===== src/rtl/adc_ddr_pkg.sv =====
package adc_ddr_pkg;

  // Output coding of the rebuilt sample
  typedef enum logic {
    FMT_TWOS   = 1'b0,
    FMT_OFFSET = 1'b1
  } sample_fmt_e;

endpackage


===== src/rtl/ddr_edge_capture.sv =====
module ddr_edge_capture #(
  parameter int WIDTH   = 8,
  parameter bit FALLING = 1'b0
) (
  input  logic             clk,
  input  logic             rst,
  input  logic [WIDTH-1:0] d,
  input  logic             tag_in,
  output logic [WIDTH-1:0] q,
  output logic             tag_q
);

  // One register bank, clocked on the edge selected by FALLING
  generate
    if (FALLING) begin : g_fall
      always_ff @(negedge clk) begin
        if (rst) begin
          q     <= '0;
          tag_q <= 1'b0;
        end else begin
          q     <= d;
          tag_q <= tag_in;
        end
      end
    end else begin : g_rise
      always_ff @(posedge clk) begin
        if (rst) begin
          q     <= '0;
          tag_q <= 1'b0;
        end else begin
          q     <= d;
          tag_q <= tag_in;
        end
      end
    end
  endgenerate

endmodule


===== src/rtl/sample_merge.sv =====
module sample_merge
  import adc_ddr_pkg::*;
#(
  parameter int          LANES  = 8,
  parameter sample_fmt_e FORMAT = FMT_TWOS
) (
  input  logic               clk,
  input  logic               rst,
  input  logic [LANES-1:0]   even_bits,
  input  logic [LANES-1:0]   odd_bits,
  input  logic               pair_ok,
  output logic [2*LANES-1:0] sample_q,
  output logic               valid_q
);

  localparam int SW = 2 * LANES;

  logic [SW-1:0] woven;
  logic [SW-1:0] shaped;

  // Interleave: lane i gives bit 2i (rising half) and bit 2i+1 (falling half)
  for (genvar i = 0; i < LANES; i++) begin : g_weave
    assign woven[2*i]   = even_bits[i];
    assign woven[2*i+1] = odd_bits[i];
  end

  generate
    if (FORMAT == FMT_OFFSET) begin : g_offset
      assign shaped = {~woven[SW-1], woven[SW-2:0]};
    end else begin : g_twos
      assign shaped = woven;
    end
  endgenerate

  always_ff @(posedge clk) begin
    if (rst) begin
      sample_q <= '0;
      valid_q  <= 1'b0;
    end else begin
      sample_q <= shaped;
      valid_q  <= pair_ok;
    end
  end

  AST_VALID_STAYS_HIGH: assert property (@(posedge clk) disable iff (rst)
    valid_q |=> valid_q);
  AST_VALID_NEEDS_PAIR: assert property (@(posedge clk) disable iff (rst)
    $rose(valid_q) |-> $past(pair_ok));

endmodule


===== src/rtl/ramp_monitor.sv =====
module ramp_monitor #(
  parameter int SW    = 16,
  parameter int CNT_W = 16
) (
  input  logic             clk,
  input  logic             rst,
  input  logic             enable,
  input  logic             in_valid,
  input  logic [SW-1:0]    in_sample,
  output logic             err_q,
  output logic [CNT_W-1:0] miss_q
);

  localparam logic [CNT_W-1:0] CNT_MAX = '1;

  logic          armed_q;
  logic [SW-1:0] last_q;
  logic          step_bad;

  // Compare only once a predecessor exists
  assign step_bad = armed_q && (in_sample != last_q + SW'(1));

  always_ff @(posedge clk) begin
    if (rst) begin
      armed_q <= 1'b0;
      last_q  <= '0;
      err_q   <= 1'b0;
      miss_q  <= '0;
    end else if (!enable) begin
      armed_q <= 1'b0;
      err_q   <= 1'b0;
    end else if (in_valid) begin
      armed_q <= 1'b1;
      last_q  <= in_sample;
      err_q   <= step_bad;
      if (step_bad && (miss_q != CNT_MAX)) begin
        miss_q <= miss_q + CNT_W'(1);
      end
    end else begin
      err_q <= 1'b0;
    end
  end

  AST_ERR_NEEDS_ENABLE: assert property (@(posedge clk) disable iff (rst)
    err_q |-> $past(enable));
  AST_ERR_NEEDS_PRED: assert property (@(posedge clk) disable iff (rst)
    err_q |-> $past(armed_q));
  AST_ERR_FROM_VALID: assert property (@(posedge clk) disable iff (rst)
    err_q |-> $past(in_valid));
  AST_MISS_TRACKS_ERR: assert property (@(posedge clk) disable iff (rst)
    err_q |-> (miss_q == $past(miss_q) + CNT_W'(1)) || (miss_q == CNT_MAX));
  AST_MISS_SATURATES: assert property (@(posedge clk) disable iff (rst)
    (miss_q == CNT_MAX) |=> (miss_q == CNT_MAX));

endmodule


===== src/rtl/adc_ddr_deinterleave.sv =====
module adc_ddr_deinterleave
  import adc_ddr_pkg::*;
#(
  parameter int          LANES  = 8,
  parameter sample_fmt_e FORMAT = FMT_TWOS,
  parameter int          MISS_W = 16
) (
  input  logic               dclk,
  input  logic               rst,
  input  logic [LANES-1:0]   lane_d,
  input  logic               chk_en,
  output logic [2*LANES-1:0] sample,
  output logic               sample_vld,
  output logic               ramp_err,
  output logic [MISS_W-1:0]  ramp_miss
);

  localparam int SW = 2 * LANES;

  logic [LANES-1:0] rise_bits;
  logic [LANES-1:0] fall_bits;
  logic             rise_seen;
  logic             pair_ok;

  // Even bits, captured on the rising edge
  ddr_edge_capture #(
    .WIDTH   (LANES),
    .FALLING (1'b0)
  ) u_rise (
    .clk    (dclk),
    .rst    (rst),
    .d      (lane_d),
    .tag_in (1'b1),
    .q      (rise_bits),
    .tag_q  (rise_seen)
  );

  // Odd bits, captured on the falling edge; tag marks a complete pair
  ddr_edge_capture #(
    .WIDTH   (LANES),
    .FALLING (1'b1)
  ) u_fall (
    .clk    (dclk),
    .rst    (rst),
    .d      (lane_d),
    .tag_in (rise_seen),
    .q      (fall_bits),
    .tag_q  (pair_ok)
  );

  sample_merge #(
    .LANES  (LANES),
    .FORMAT (FORMAT)
  ) u_merge (
    .clk       (dclk),
    .rst       (rst),
    .even_bits (rise_bits),
    .odd_bits  (fall_bits),
    .pair_ok   (pair_ok),
    .sample_q  (sample),
    .valid_q   (sample_vld)
  );

  ramp_monitor #(
    .SW    (SW),
    .CNT_W (MISS_W)
  ) u_ramp (
    .clk       (dclk),
    .rst       (rst),
    .enable    (chk_en),
    .in_valid  (sample_vld),
    .in_sample (sample),
    .err_q     (ramp_err),
    .miss_q    (ramp_miss)
  );

  AST_NO_VALID_OUT_OF_RESET: assert property (@(posedge dclk) disable iff (rst)
    $rose(sample_vld) |-> !$past(rst));
  AST_RESET_CLEARS: assert property (@(posedge dclk)
    $past(rst) |-> (!sample_vld && !ramp_err && (ramp_miss == '0)));

endmodule


===== config.mk =====
export PLATFORM = sky130hd
export DESIGN_NAME = adc_ddr_deinterleave
export DESIGN_NICKNAME = d
export VERILOG_FILES = /design/src/rtl/adc_ddr_pkg.sv /design/src/rtl/ddr_edge_capture.sv /design/src/rtl/sample_merge.sv /design/src/rtl/ramp_monitor.sv /design/src/rtl/adc_ddr_deinterleave.sv
export SDC_FILE = /design/constraint.sdc
export NUM_CORES = 1
export LEC_CHECK = 0
export BUFFER_PORTS_ARGS = -buffer_cell sky130_fd_sc_hd__buf_2
export CORE_ASPECT_RATIO = 0.8
export CORE_MARGIN = 8
export CORE_UTILIZATION = 60
export CTS_CLUSTER_SIZE = 8
export DETAILED_ROUTE_END_ITERATION = 6
export GPL_ROUTABILITY_DRIVEN = 1
export PLACE_DENSITY = 0.84
export SYNTH_ARGS = -nofsm -noshare
export SYNTH_HDL_FRONTEND = slang
export SYNTH_SLANG_ARGS = --single-unit

===== constraint.sdc =====
create_clock -name dclk -period 4.2 [get_ports dclk]
set_input_delay 1.05 -clock dclk [delete_from_list [all_inputs] [get_ports dclk]]
set_output_delay 1.05 -clock dclk [all_outputs]
set_load 0.01 [all_outputs]

# After elaboration in Yosys (flattened, before gate mapping)
# Index checks and enable logic that the tools add are counted.
[totals]
regBits = 69
input_bits = 11
out_inout_bits = 34
wordCells = 24
[op_classes]
add_sub_neg = 2
n_eq_ne = 2
muxes = 2
bitwise = 2
reduce_logical = 6
[ops]
columns = ["operator", "n"]
rows = [
  ["16-bit by 1-bit adder with 16-bit output (second input constant)", 2],
  ["16-bit inequality test", 1],
  ["16-bit inequality test (second input constant)", 1],
  ["8-bit two-way mux", 1],
  ["3-bit AND reduction", 1],
  ["3-bit OR reduction", 1],
  ["1-bit logical AND", 2],
  ["1-bit NOT", 2],
  ["2-bit AND reduction", 1],
  ["2-bit OR reduction", 1],
  ["1-bit two-way mux", 1],
]

# Logic depth before layout (Yosys ltp)
# Gate-level depths: netlist (run 1).
[depth]
depth_word = 5
mapped_depth = 10

# Hierarchy
# Synthesis (run 1) repeated with hierarchy kept, for this count alone.
[unflattened]
hier_cells = 335
area_unflattened_um2 = 3089.2
[by_module_without_submodules]
columns = ["module", "n_inst", "cells_each", "area_per_inst_um2", "seq_area_each_um2"]
rows = [
  ["ramp_monitor", 1, 262, 2133.3, 680.7],
  ["sample_merge", 1, 35, 475.5, 340.3],
  ["ddr_edge_capture at u_fall", 1, 19, 240.2, 180.2],
  ["ddr_edge_capture at u_rise", 1, 18, 236.5, 180.2],
  ["adc_ddr_deinterleave", 1, 1, 3.8, 0.0],
]

==> results of run 1 <==
==> routing by layer <==
| layer | GRT usage (%) | wire length [µm] |
|---|---|---|
| met1 | 23.4 | 2980 |
| met2 | 26.1 | 2860 |
| met3 | 6.46 | 418 |
| met4 | 7.42 | 93 |
| met5 | 0 | 0 |
==> cell usage after synthesis (all sizes together), types with 6 or more instances <==
| library cell | n | area, µm² |
|---|---|---|
| nand2 | 47 | 176 |
| mux2 | 12 | 135 |
| dfxtp | 69 | 1380 |
| nor4 | 8 | 75.1 |
| clkbuf | 8 | 30.0 |
| nor2b | 38 | 238 |
| a21oi | 22 | 110 |
| nand4 | 12 | 87.6 |
| o21ai | 6 | 30.0 |
| nor2 | 20 | 75.1 |
| xnor2 | 9 | 78.8 |
| nor3 | 8 | 45.0 |
| buf | 7 | 37.5 |
| xor2 | 9 | 78.8 |
==> power groups by stage <==
stage,Clock (mW),Combinational (mW),Sequential (mW)
finish,0.528,0.0592,0.684
detailed placement,0.0147,0.0594,0.698
global route,0.587,0.0663,0.685
floorplan,0.0147,0.0369,0.697
CTS,0.537,0.0598,0.683
global placement,0.0147,0.0576,0.697
==> cell families (layout without fill, tap and decap cells) <==
| family | after synthesis | after routing | synth area share (%) |
|---|---|---|---|
| simple gates | 156 | 156 | 29.3 |
| compound gates | 40 | 40 | 8.00 |
| fa+ha+maj | 3 | 3 | 1.19 |
| mux | 17 | 17 | 6.30 |
| flops | 69 | 69 | 47.0 |
| xor+xnor | 18 | 18 | 5.36 |
| buf+inv | 20 | 76 | 2.93 |
==> state kept, by name, summed over array words and instances (netlist names) <==
name / cells
u_fall.q: 8
u_fall.tag_q: 1
u_merge.sample_q: 16
u_merge.valid_q: 1
u_ramp.armed_q: 1
u_ramp.err_q: 1
u_ramp.last_q: 16
u_ramp.miss_q: 16
u_rise.q: 8
u_rise.tag_q: 1
==> cells in the final DEF (no fill, tap or decap), types with 5 or more instances in the layout <==
cell type	netlist	routed
nand3_1	5	5
a21oi_1	22	22
inv_1	5	13
xor2_1	9	9
clkbuf_8	0	9
mux2i_1	5	5
nand2_1	47	47
o21ai_0	6	6
mux2_2	11	11
nor3_1	7	7
nand4_1	10	10
nor2b_1	38	38
dfxtp_1	69	69
buf_2	3	44
xnor2_1	9	9
nor2_1	20	20
==> cell type report <==
type	count	area [µm²]	area share, %
clock buffer	11	153	4.48
clock inverter	14	66.3	1.95
inverter	4	15.0	0.441
multi-input combinational	234	1470	43.3
sequential	69	1380	40.5
tap	60	75.1	2.20
timing repair buffer	47	243	7.12
==> stage by stage <==
stage | instances | power, mW | instance area, µm² | setup slack [ns]
6_report | 439 | 1.27 | 3410 | 0.902
5_1_grt | 439 | 1.34 | 3410 | 0.876
4_1_cts | 439 | 1.28 | 3410 | 0.896
3_5_place_dp | 415 | 0.772 | 3190 | 0.513
3_3_place_gp | 415 | 0.770 | 3190 | 0.536
2_1_floorplan | 323 | 0.749 | 2940 | 0.300
==> path summary, 6_finish.rpt <==
check | slack [ns] | depth (start not counted) | endpoint | startpoint
worst max-delay path | 0.90 | 2 | u_fall.q[4] | rst
worst min-delay path | 0.44 | 1 | u_merge.sample_q[12] | u_rise.q[6]
worst max register to register | 1.12 | 9 | u_ramp.miss_q[5] | u_ramp.last_q[0]
worst min register to register | 0.44 | 1 | u_merge.sample_q[12] | u_rise.q[6]
==> metrics.txt, run 1 <==
Die Y=78.6 µm; Clk pwr share=between 40% and 50%; worst-case clock buffer depth=2; Area growth syn-to-layout=15.8%; via count=about 2,400; vias in the first global route=~2,300; Synth Register Bits=69; Core ar.=4650 µm²; cts hold-fix bufs=0; crit path cell chain=buf_2, nor2b_1; initial antenna violation count=0; later-pin clock latency in the skew report=between 0.3 and 0.4 ns; Mapped Nets=between 300 and 400; critical path startpoint category=input pin; post-DR wirelength/cell=about 14 µm; Hold Path Class=register to register; Avg Cell Area, Syn=around 9 µm²; CP delay by family, top=buffers and inverters; crit path DAT=1.44 ns; Comb power frac=under 10%; Worst path slowest cell=buf_2; share of layout cells above drive strength 1=between 20% and 30%; Worst Max-Slew Pin Slew=around 0.74 ns; initial core utilization=approximately 63%; largest net degree at the start of global routing=22; worst hold margin=between 0.4 and 0.5 ns; Final Wtd Congestion=roughly 0.85; Slew Viols, Final=0; clock root cell=clkbuf_8; drc violations=0; warnings from Yosys=0; sequential power share=53.8%; Worst Setup End Kind=register; LEAKAGE=roughly 1.4 nW; VDD IR-drop max=around 0.00030 V; # diodes=0; 1st-pass router iterations=4; Max Clock Skew=0.0473 ns; final hold vios=0; FP Rows=22; # IOs=45; PortBufs=44; Reg clk slew, reported paths=around 0.070 ns; DPL Wire Length=~4.6 mm; full die area=approximately 7400 µm²; Cell Area, Synth=about 2900 µm²; Crit Path Class=input pin to register; setup TNS=0 ns; Net Sw Power=between 300 and 400 µW; post-route ant nets=0; status=completed; # H-tree levels=3; Distinct cells, synth=43; MaxCap Viol Count=0; post_cts resized=0; slew margin rel.=around 50%; Via density=between 5 and 6; Critical Path RT=between 2 and 2.5 ns; Synth Flop Type=dfxtp_1; global route total overflow=0; DR iter-0 viols=between 150 and 200; WP buf/inv=1; Post-CTS Setup Bufs=0; total track usage=approximately 18%; CTS buffer count=9; critical path fanouts, max=18; P per Cell Area=373 nW/µm²; asr flop ratio synth=0%; Die X=approximately 94 µm; first-pass GRT wire length=10.7 mm; Synth Instances=~320; Finished Core Util=around 73%; clock sinks=between 60 and 70; fillers=around 350; CP peak stage delay=0.28 ns; Seq/Total Area, Yosys=47.0%; final setup violating endpoints=0; CTS tree=done; switching share of total power=approximately 25%; Routed WL=~6.4 mm; Post-synth EDFFs=0; internal power=958 µW; RSZ-0062 raised after global routing=false; Final #Nets=just under 400
(Power assumes the default switching activity.)
==> inputs of run 2 (changes only) <==
CORE_UTILIZATION = 56   (was 60)
PLACE_DENSITY = 0.79   (was 0.84)
clock period = 3.23 ns   (was 4.2 ns; I/O delays follow)
==> metrics.txt, run 2 (synthesis gave the netlist of run 1 again) <==
initial antenna violation count=0 (unchanged); final cell count without fillers=444 (+1.1%); DPL Wire Length=4.72 mm (+2.2%); # H-tree levels=3 (unchanged); crit path time final=3.07 ns; DR iter-0 viols=176 (+3.5%); Critical Path RT=3.47 ns (+1.12 ns); clock root cell=clkbuf_8; final setup violating endpoints=0 (unchanged); commonest non-fill, non-tap cell in the layout=dfxtp_1; biggest regs=u_merge.sample_q (16), u_ramp.last_q (16), u_ramp.miss_q (16); vias in the first global route=2,304 (+0.96%); FP Rows=23 (+4.5%); Final Cell Area=3460 µm² (+1.5%); post_cts resized=0 (unchanged); PnR worst setup slack=0.156 ns (-0.746 ns); worst r2r src=u_ramp.last_q[0]; CTS buffer count=9 (unchanged); P per Cell Area=497 nW/µm² (+33%); full die area=7840 µm² (+5.8%); clock sinks=69 (unchanged); critical path fanouts, max=21 (+3); worst hold margin=0.443 ns (+0.00368 ns); cts hold-fix bufs=0 (unchanged); FMAX=between 300 and 400 MHz; dpl cell area=3220 µm² (+0.78%); Die X=97.0 µm (+2.9%); worst-case clock buffer depth=2 (unchanged); Worst Setup End Kind=register; Hold Path Class=register to register; 1st-pass router iterations=5 (+1); initial core utilization=58.4% (-4.8 points); status=completed; Final Wtd Congestion=0.869 (+2.6%); MaxCap Viol Count=0 (unchanged); crit path DAT=3.31 ns (+1.87 ns); slew margin rel.=62.5% (+12 points); setup TNS=0 ns (unchanged); final period utilization=95.2%; Post-CTS Setup Bufs=0 (unchanged); Via density=5.41 (-1.9%); Crit Path Class=register to register; post-route ant nets=0 (unchanged); largest net degree at the start of global routing=22 (unchanged); hold_sp=u_rise.q[0]; Finished Core Util=68.6% (-4.6 points); via count=2,403 (-0.83%); VDD IR-drop max=0.000489 V (+61%); Worst Max-Slew Pin Slew=0.562 ns (-0.177 ns); fillers=412 (+16%); drc violations=0 (unchanged); Core ar.=5040 µm² (+8.3%); Routed WL=6.38 mm (+0.30%); commonest cells after routing, fill and taps aside=dfxtp_1, nand2_1, buf_2; global route total overflow=0 (unchanged); Area growth syn-to-layout=17.5%; Reg clk slew, reported paths=0.07 ns (about the same); Final #Nets=390 (+0.78%); first-pass GRT wire length=10.8 mm (+1.5%); post-DR wirelength/cell=14.4 µm (-0.83%); # IOs=45 (unchanged); total track usage=16.7% (-1.2 points); Placement Setup Slack=0.200 ns (-0.313 ns); PortBufs=44 (unchanged); Placed Cells=420 (+1.2%); RSZ-0062 raised after global routing=false; Max Clock Skew=0.0447 ns (-0.00259 ns); CTS tree=done; Pwr Total=1.72 mW (+35%); # diodes=0 (unchanged); critical path startpoint category=register; later-pin clock latency in the skew report=0.39 ns (about the same); Slew Viols, Final=0 (unchanged); Setup crit start=u_ramp.last_q[0]; LEAKAGE=1.43 nW (+2.2%); share of layout cells above drive strength 1=23.0% (+0.87 points); Die Y=80.8 µm (+2.8%); final hold vios=0 (unchanged)
## run 2: cell types whose count changed in the layout (fill, tap and decap cells not counted)
cell | before | now
buf_4 | 3 | 6
clkbuf_1 | 1 | 0
inv_6 | 0 | 1
clkinvlp_2 | 1 | 0
clkbuf_16 | 1 | 2
## run 2: worst paths after layout
path,end,slack [ns],depth (start not counted)
setup reg to reg,u_ramp.miss_q[7],0.16,9
hold / removal,u_merge.sample_q[0],0.44,1
setup / recovery,u_ramp.miss_q[7],0.16,9
hold reg to reg,u_merge.sample_q[0],0.44,1
## run 2: layout make-up
class	instances	area (µm²)	area share [%]
Clock buffer	11	174	5.03
Timing Repair Buffer	50	265	7.67
Clock inverter	14	70.1	2.03
Inverter	4	15.0	0.434
Sequential cell	69	1380	40.0
Multi-Input combinational cell	234	1470	42.6
Tap cell	62	77.6	2.24
## run 2: layer usage
layer  GRT usage, %  vias up  share of wire (%)
met3           7.03       10                5.3
met1           20.4     1129                 48
met5              0        -                  0
li1               -     1222                  -
met2           26.5       42                 46
met4           5.51        0                1.2
## run 2: power by group
part	total, mW	internal (mW)	switching (mW)
Clock	0.752	0.390	0.363
Sequential	0.888	0.873	0.0148
Combinational	0.0787	0.0351	0.0436
Total	1.72	1.30	0.421
## run 2: worst max-delay path, stage by stage (launching register included)
cell and delay (ns):
dfxtp_1 0.42, ha_1 0.25, nand4_2 0.19, or4_4 0.59
mux2_1 0.32, mux2i_1 0.15, o22ai_1 0.10, and3_4 0.26
nor4_2 0.31, mux2_2 0.37
